$ cat config.mk
export PLATFORM = sky130hd
export DESIGN_NAME = sram_ctl
export DESIGN_NICKNAME = d
export VERILOG_FILES = /design/src/rtl/sram_ctl_pkg.sv /design/src/rtl/sram_ctl_timer.sv /design/src/rtl/sram_ctl_seq.sv /design/src/rtl/sram_ctl_datapath.sv /design/src/rtl/sram_ctl.sv
export SDC_FILE = /design/constraint.sdc
export NUM_CORES = 1
export LEC_CHECK = 0
export ABC_AREA = 1
export BUFFER_PORTS_ARGS = -buffer_cell sky130_fd_sc_hd__buf_2
export CORE_MARGIN = 8
export CORE_UTILIZATION = 48
export CTS_CLUSTER_SIZE = 14
export DETAILED_ROUTE_END_ITERATION = 6
export PLACE_DENSITY = 0.79
export SETUP_SLACK_MARGIN = 0.2
export SYNTH_ARGS = -nofsm -noshare
export SYNTH_HDL_FRONTEND = slang
export SYNTH_HIERARCHICAL = 1
export SYNTH_SLANG_ARGS = --single-unit
$ cat constraint.sdc
create_clock -name clk -period 2.52 [get_ports clk]
set_input_delay 0.756 -clock clk [delete_from_list [all_inputs] [get_ports clk]]
set_output_delay 0.756 -clock clk [all_outputs]
set_load 0.01 [all_outputs]
$ cat src/rtl/sram_ctl_pkg.sv
package sram_ctl_pkg;

  typedef enum logic [2:0] {
    ST_IDLE = 3'd0,
    ST_RD   = 3'd1,
    ST_TURN = 3'd2,
    ST_WSET = 3'd3,
    ST_WPUL = 3'd4,
    ST_WREC = 3'd5
  } state_t;

  typedef struct packed {
    logic cs1_n;
    logic cs2;
    logic oe_n;
    logic we_n;
    logic drv;
  } strobe_t;

  // ceiling of ns/clk_ns, never below one cycle
  function automatic int cycles_for(input int ns, input int clk_ns);
    int c;
    c = (ns + clk_ns - 1) / clk_ns;
    if (c < 1) c = 1;
    return c;
  endfunction

  function automatic int max2(input int a, input int b);
    return (a > b) ? a : b;
  endfunction

  function automatic int read_cycles(input int aa, input int rc, input int oe, input int clk_ns);
    return max2(cycles_for(aa, clk_ns), max2(cycles_for(rc, clk_ns), cycles_for(oe, clk_ns)));
  endfunction

  // the pulse is framed by one setup and one recovery cycle, with chip select held over both
  function automatic int pulse_cycles(input int wp, input int cw, input int aw, input int dw,
                                      input int wc, input int clk_ns);
    int p;
    p = cycles_for(wp, clk_ns);
    p = max2(p, cycles_for(cw, clk_ns) - 1);
    p = max2(p, cycles_for(aw, clk_ns) - 1);
    p = max2(p, cycles_for(dw, clk_ns) - 1);
    p = max2(p, cycles_for(wc, clk_ns) - 2);
    return max2(p, 1);
  endfunction

  function automatic strobe_t strobes_for(input state_t s);
    strobe_t o;
    o = '{cs1_n: 1'b1, cs2: 1'b0, oe_n: 1'b1, we_n: 1'b1, drv: 1'b0};
    case (s)
      ST_RD:   o = '{cs1_n: 1'b0, cs2: 1'b1, oe_n: 1'b0, we_n: 1'b1, drv: 1'b0};
      ST_WSET: o = '{cs1_n: 1'b0, cs2: 1'b1, oe_n: 1'b1, we_n: 1'b1, drv: 1'b1};
      ST_WPUL: o = '{cs1_n: 1'b0, cs2: 1'b1, oe_n: 1'b1, we_n: 1'b0, drv: 1'b1};
      ST_WREC: o = '{cs1_n: 1'b0, cs2: 1'b1, oe_n: 1'b1, we_n: 1'b1, drv: 1'b1};
      default: o = '{cs1_n: 1'b1, cs2: 1'b0, oe_n: 1'b1, we_n: 1'b1, drv: 1'b0};
    endcase
    return o;
  endfunction

endpackage

$ cat src/rtl/sram_ctl_timer.sv
module sram_ctl_timer #(
  parameter int CNT_W = 3
) (
  input  logic             clk,
  input  logic             rst_n,
  input  logic             load,
  input  logic [CNT_W-1:0] load_val,
  output logic             zero
);

  logic [CNT_W-1:0] cnt_q;

  always_ff @(posedge clk or negedge rst_n) begin
    if (!rst_n)             cnt_q <= '0;
    else if (load)          cnt_q <= load_val;
    else if (cnt_q != '0)   cnt_q <= cnt_q - 1'b1;
  end

  assign zero = (cnt_q == '0);

  // a loaded count is the one the sequencer asked for
  a_r4_load_taken: assert property (@(posedge clk) disable iff (!rst_n)
    load |=> (cnt_q == $past(load_val)));

endmodule

$ cat src/rtl/sram_ctl_seq.sv
module sram_ctl_seq
  import sram_ctl_pkg::*;
#(
  parameter int CNT_W = 3,
  parameter int N_RD  = 4,
  parameter int N_WP  = 3,
  parameter int N_TA  = 2
) (
  input  logic             clk,
  input  logic             rst_n,
  input  logic             req,
  input  logic             req_we,
  input  logic             zero,
  output state_t           state_q,
  output state_t           state_d,
  output logic             load,
  output logic [CNT_W-1:0] load_val,
  output logic             accept,
  output logic             rd_capture,
  output logic             wr_finish,
  output logic             ready
);

  localparam logic [CNT_W-1:0] LD_RD = CNT_W'(N_RD - 1);
  localparam logic [CNT_W-1:0] LD_WP = CNT_W'(N_WP - 1);
  localparam logic [CNT_W-1:0] LD_TA = CNT_W'(N_TA - 1);

  assign ready      = (state_q == ST_IDLE);
  assign accept     = ready && req;
  assign rd_capture = (state_q == ST_RD) && zero;
  assign wr_finish  = (state_q == ST_WREC);

  always_comb begin
    state_d = state_q;
    case (state_q)
      ST_IDLE: if (req) state_d = req_we ? ST_WSET : ST_RD;
      ST_RD:   if (zero) state_d = ST_TURN;
      ST_TURN: if (zero) state_d = ST_IDLE;
      ST_WSET: state_d = ST_WPUL;
      ST_WPUL: if (zero) state_d = ST_WREC;
      ST_WREC: state_d = ST_IDLE;
      default: state_d = ST_IDLE;
    endcase
  end

  always_comb begin
    load     = 1'b0;
    load_val = '0;
    if (state_d != state_q) begin
      case (state_d)
        ST_RD:   begin load = 1'b1; load_val = LD_RD; end
        ST_TURN: begin load = 1'b1; load_val = LD_TA; end
        ST_WPUL: begin load = 1'b1; load_val = LD_WP; end
        default: begin load = 1'b0; load_val = '0;    end
      endcase
    end
  end

  always_ff @(posedge clk or negedge rst_n) begin
    if (!rst_n) state_q <= ST_IDLE;
    else        state_q <= state_d;
  end

  // once a request is taken the port is busy on the next cycle
  a_r8_busy_after_accept: assert property (@(posedge clk) disable iff (!rst_n)
    accept |=> !ready);

  // the turnaround is only entered from a read capture
  a_r6_turn_after_read: assert property (@(posedge clk) disable iff (!rst_n)
    $rose(state_q == ST_TURN) |-> $past(rd_capture));

endmodule

$ cat src/rtl/sram_ctl_datapath.sv
module sram_ctl_datapath
  import sram_ctl_pkg::*;
#(
  parameter int ADDR_W = 17,
  parameter int DATA_W = 8
) (
  input  logic              clk,
  input  logic              rst_n,
  input  logic              accept,
  input  logic              rd_capture,
  input  logic              wr_finish,
  input  state_t            state_d,
  input  logic [ADDR_W-1:0] req_addr,
  input  logic [DATA_W-1:0] req_wdata,
  input  logic [DATA_W-1:0] mem_din,
  output logic [ADDR_W-1:0] mem_addr,
  output logic [DATA_W-1:0] mem_dout,
  output strobe_t           strb,
  output logic [DATA_W-1:0] rdata,
  output logic              done
);

  always_ff @(posedge clk or negedge rst_n) begin
    if (!rst_n) begin
      mem_addr <= '0;
      mem_dout <= '0;
    end else if (accept) begin
      mem_addr <= req_addr;
      mem_dout <= req_wdata;
    end
  end

  always_ff @(posedge clk or negedge rst_n) begin
    if (!rst_n) strb <= strobes_for(ST_IDLE);
    else        strb <= strobes_for(state_d);
  end

  always_ff @(posedge clk or negedge rst_n) begin
    if (!rst_n) begin
      rdata <= '0;
      done  <= 1'b0;
    end else begin
      done <= rd_capture || wr_finish;
      if (rd_capture) rdata <= mem_din;
    end
  end

  // the write enable is low only while the chip is selected and data is driven
  a_r3_we_inside_select: assert property (@(posedge clk) disable iff (!rst_n)
    !strb.we_n |-> (!strb.cs1_n && strb.cs2 && strb.drv));

  // chip select is released only after the write enable has risen
  a_r3_we_before_release: assert property (@(posedge clk) disable iff (!rst_n)
    $rose(strb.cs1_n) |-> $past(strb.we_n));

  // the address does not move while the chip stays selected
  a_r9_addr_stable: assert property (@(posedge clk) disable iff (!rst_n)
    (!strb.cs1_n && $past(!strb.cs1_n)) |-> $stable(mem_addr));

  // completion is a single-cycle pulse
  a_r7_done_single: assert property (@(posedge clk) disable iff (!rst_n)
    done |=> !done);

endmodule

$ cat src/rtl/sram_ctl.sv
module sram_ctl
  import sram_ctl_pkg::*;
#(
  parameter int ADDR_W  = 17,
  parameter int DATA_W  = 8,
  parameter int CLK_NS  = 20,
  parameter int T_RC_NS = 70,
  parameter int T_AA_NS = 70,
  parameter int T_OE_NS = 35,
  parameter int T_WC_NS = 70,
  parameter int T_WP_NS = 55,
  parameter int T_CW_NS = 60,
  parameter int T_AW_NS = 60,
  parameter int T_DW_NS = 30,
  parameter int T_HZ_NS = 25
) (
  input  logic              clk,
  input  logic              rst_n,
  input  logic              req,
  input  logic              req_we,
  input  logic [ADDR_W-1:0] req_addr,
  input  logic [DATA_W-1:0] req_wdata,
  output logic              ready,
  output logic              done,
  output logic [DATA_W-1:0] rdata,
  output logic [ADDR_W-1:0] mem_addr,
  output logic              mem_cs1_n,
  output logic              mem_cs2,
  output logic              mem_oe_n,
  output logic              mem_we_n,
  output logic [DATA_W-1:0] mem_dout,
  input  logic [DATA_W-1:0] mem_din,
  output logic              mem_drv
);

  localparam int N_RD  = read_cycles(T_AA_NS, T_RC_NS, T_OE_NS, CLK_NS);
  localparam int N_WP  = pulse_cycles(T_WP_NS, T_CW_NS, T_AW_NS, T_DW_NS, T_WC_NS, CLK_NS);
  localparam int N_TA  = cycles_for(T_HZ_NS, CLK_NS);
  localparam int N_MAX = max2(N_RD, max2(N_WP, N_TA));
  localparam int CNT_W = max2(1, $clog2(N_MAX + 1));

  state_t           state_q;
  state_t           state_d;
  logic             load;
  logic [CNT_W-1:0] load_val;
  logic             zero;
  logic             accept;
  logic             rd_capture;
  logic             wr_finish;
  strobe_t          strb;

  sram_ctl_timer #(.CNT_W(CNT_W)) u_timer (
    .clk      (clk),
    .rst_n    (rst_n),
    .load     (load),
    .load_val (load_val),
    .zero     (zero)
  );

  sram_ctl_seq #(
    .CNT_W (CNT_W),
    .N_RD  (N_RD),
    .N_WP  (N_WP),
    .N_TA  (N_TA)
  ) u_seq (
    .clk        (clk),
    .rst_n      (rst_n),
    .req        (req),
    .req_we     (req_we),
    .zero       (zero),
    .state_q    (state_q),
    .state_d    (state_d),
    .load       (load),
    .load_val   (load_val),
    .accept     (accept),
    .rd_capture (rd_capture),
    .wr_finish  (wr_finish),
    .ready      (ready)
  );

  sram_ctl_datapath #(
    .ADDR_W (ADDR_W),
    .DATA_W (DATA_W)
  ) u_dp (
    .clk        (clk),
    .rst_n      (rst_n),
    .accept     (accept),
    .rd_capture (rd_capture),
    .wr_finish  (wr_finish),
    .state_d    (state_d),
    .req_addr   (req_addr),
    .req_wdata  (req_wdata),
    .mem_din    (mem_din),
    .mem_addr   (mem_addr),
    .mem_dout   (mem_dout),
    .strb       (strb),
    .rdata      (rdata),
    .done       (done)
  );

  assign mem_cs1_n = strb.cs1_n;
  assign mem_cs2   = strb.cs2;
  assign mem_oe_n  = strb.oe_n;
  assign mem_we_n  = strb.we_n;
  assign mem_drv   = strb.drv;

  // the controller never drives while the memory output is enabled
  a_r5_no_fight: assert property (@(posedge clk) disable iff (!rst_n)
    mem_drv |-> mem_oe_n);

  // driver turn-on never directly follows an enabled memory output
  a_r6_drive_after_release: assert property (@(posedge clk) disable iff (!rst_n)
    $rose(mem_drv) |-> $past(mem_oe_n));

  // the pins leave the deselected state only through an accepted request
  a_r1_idle_deselected: assert property (@(posedge clk) disable iff (!rst_n)
    ($past(ready) && !$past(req)) |-> (mem_cs1_n && !mem_cs2 && !mem_drv));

endmodule

==> out/metrics.cfg <==
[worst_setup_path]
max_stage_delay_ps = 400
cp-start-kind = flop
cp.required_ps = 2750
worstPathMaxFanout = 8
cpMostUsedCell = nand2_1
crit_slowest_cell = dfrtp_1
reg2reg_depth = 16
endpoint = u_timer/cnt_q[0]
critPathKind = flop to flop
critPathTopFamily = simple AND/OR/NAND/NOR gates
cp-end-kind = flop
crit_buf_inv = 2
r2r-end = u_timer/cnt_q[0]
worstSetupPathDepth = 16
crit_start = u_timer/cnt_q[0]
path_cells = inv_1 > ha_1 > inv_1 > nor2_4 > nor2_1 > nor2_1 > nand2_1 > nand2_2 > nand2_2 > nor2_4 > nor2_1 > nor2_4 > nand2_1 > o21ai_0 > nand2_1 > nand2_1
worstReg2RegStart = u_timer/cnt_q[0]
cp.arrival_ps = 2250
r2r_setup_slack_ps = 500

[sta]
setup_violations = 0
report.final.slew_viol_count = 0
max_slew_margin = 0.6312
period_share = 0.8025
finalSetupTns_ps = 0
finalHoldViolCount = 0
rsz0062_at_grt = false
period_needed_ps = 2022
max_freq_mhz = 494.5
clock_skew_ps = 7.043
worstMarginPinSlew_ps = 553.2

[die]
fp.dieArea_um2 = 6548
die_x_um = 80.92
coreArea_um2 = 4029
die_h_um = 80.92
ioPinCount = 77
start_util = 0.5022
core.rowCount = 23

[route]
postRouteAntennaNets = 0
dr.pass1.iters = 4
drcViolationCount = 0
vias = 1680
wl_per_cell_um = 11.57
drt_iter0_drc = 73
drt-total-wl_um = 4303
via_per_inst = 4.516

[synth]
synth_fp_nets = 283
yosysTopAreaCellShare = 0.5195
avgSynthCellArea_um2 = 8.292
yosys-top-cells-area = dfrtp_1 (52%), nand2_1 (12%), inv_1 (9.1%), o21ai_0 (8.9%), dfstp_2 (3.9%)
synth_area_leader_cell = dfrtp_1
ys_seq_elements = 45
yosysSeqAreaShare = 0.5584
synth.distinct_cells = 23
yosysWarnings = 6
syn_inst = 244
synth_area_um2 = 2023

[power]
intPower_mw = 2.028
p_clk_frac = 0.145
p_comb_frac = 0.491
vdd.ir_drop.worst_v = 0.0008003
pwr-share-seq = 0.364
p_leak_nw = 1.418
p_per_area_nw_per_um2 = 1388
p_sw_frac = 0.4266
netSwitchingPower_mw = 1.509

[final_layout]
fillers = 358
n_antenna_cell = 0
layout.nets = 361
drive_above_1_share = 0.3199
final_area_um2 = 2549
layout_commonest_cell = buf_2
area_growth_pct = 25.97
final_cell_mix = buf_2 (76), nand2_1 (66), inv_1 (49), dfrtp_1 (42), o21ai_0 (36)

[clock_tree]
clk_pin_slew_ps = 80
root_buffer = clkbuf_8
htree_levels = 2
ctsLongestPathBuffers = 2
cts_tree = done
clk-insertion-delay-late_ps = 290
clock_sinks = 45
ctsHoldBuffers = 0
cts_buffers = 5

[grt]
grt_pass1_wl_um = 7210
grt.overflow.total = 0
antenna_found_initial = 0
use_met1 = 0.1752
use_met2 = 0.2165
grt_pass1_vias = 1578
met3_usage = 0.04415
grt_start_max_net_pins = 51
busiest_layer = met2
track_usage = 0.1379

[place]
numPortBuffers = 76
finalWeightedCongestion = 0.8475
placed_area_um2 = 2432
dp_hpwl_um = 3240

[job]
drv_cap = 0

[worst_hold_path]
hold_path.class = flop to flop

[outcome]
status = finished, final reports clean

==> power groups by stage <==
stage / logic, mW / registers (mW) / clock network, mW
CTS: 1.72 / 1.29 / 0.535
detailed placement: 1.71 / 1.30 / 0
floorplan: 1.02 / 1.43 / 0
global route: 1.99 / 1.34 / 0.566
finish: 1.74 / 1.29 / 0.512
global placement: 1.66 / 1.29 / 0
==> metrics by stage <==
step | hold WS [ps] | total power, mW | std cells | worst slack [ps] | util
3_5_place_dp | 474.9 | 3.013 | 365 | 270.2 | 0.6037
2_1_floorplan | 448.8 | 2.455 | 244 | 461.7 | -
6_report | 501.2 | 3.538 | 372 | 497.6 | 0.6326
5_1_grt | 535.6 | 3.901 | 372 | 230.9 | 0.6326
3_3_place_gp | 468.7 | 2.946 | 365 | 413.1 | 0.6037
4_1_cts | 499.2 | 3.543 | 372 | 253.2 | 0.6295
==> how the worst min path moves through the flow <==
stage	startpoint	end	slack, ps	depth (start not counted)
after global placement	u_timer/cnt_q[1]	u_timer/cnt_q[1]	470	2
final	u_timer/cnt_q[1]	u_timer/cnt_q[1]	500	2
after detailed placement	u_timer/cnt_q[1]	u_timer/cnt_q[1]	470	2
after floorplan	u_timer/cnt_q[1]	u_timer/cnt_q[1]	450	2
after CTS	u_timer/cnt_q[1]	u_timer/cnt_q[1]	500	2
after global routing	u_timer/cnt_q[1]	u_timer/cnt_q[1]	540	2
==> Yosys cell counts, drive strengths merged <==
cell type and n:
dfrtp 42, nor2 19, a21oi 2, nor3 1, buf 8, dfstp 3
conb 1, a31oi 1, nand3 4, inv 52, o21ai 37, nand4 1
nand2 70, or2 1, ha 2
==> routing by layer <==
metal  wire [um]  vias to the layer above
met5           0                        -
met4          53                        0
met3         444                        6
met2        1943                       54
met1        1862                      743
li1            -                      877
==> area by class of cell <==
type / count / area [um^2] / share of cell area
clock buffer: 5 / 68.82 / 0.02700
timing repair buffer: 79 / 402.9 / 0.1581
inverter: 52 / 195.2 / 0.07658
clock inverter: 2 / 35.03 / 0.01375
tap: 50 / 62.56 / 0.02455
sequential: 45 / 1130 / 0.4433
multi-input combinational: 139 / 654.4 / 0.2568
==> state kept, by name, indices dropped and copies added (netlist names) <==
name	cells
u_timer/cnt_q	3
u_dp/mem_addr	17
u_dp/done	1
u_dp/rdata	8
u_dp/mem_dout	8
u_dp/strb	5
u_seq/state_q	3
==> kinds of logic (layout without fill, tap and decap cells) <==
kind of cell / Yosys count / count (layout) / synth area share
other: 1 / 1 / 0.001854
AO/OA/AOI/OAI: 40 / 40 / 0.09957
adder cells (fa/ha/maj): 2 / 2 / 0.01237
buffers and inverters: 60 / 138 / 0.1243
flip-flops: 45 / 45 / 0.5584
AND/OR/NAND/NOR: 96 / 96 / 0.2035
==> what timing repair did <==
item / 4_1_cts / 5_1_grt
gates resized for setup: 0 / 3
hold endpoints to repair: 0 / 0
endpoints found under the setup margin: 0 / 3
setup buffers: 0 / 0
==> worst register-to-register path: cells and delay by family (launching register included) <==
kind / cells / cell delay [ps]
AO/OA/AOI/OAI: 1 / 70
adder cells (fa/ha/maj): 1 / 190
buffers and inverters: 2 / 170
flip-flops: 1 / 400
AND/OR/NAND/NOR: 12 / 1150
No activity file was read; power rests on OpenSTA's default activity.
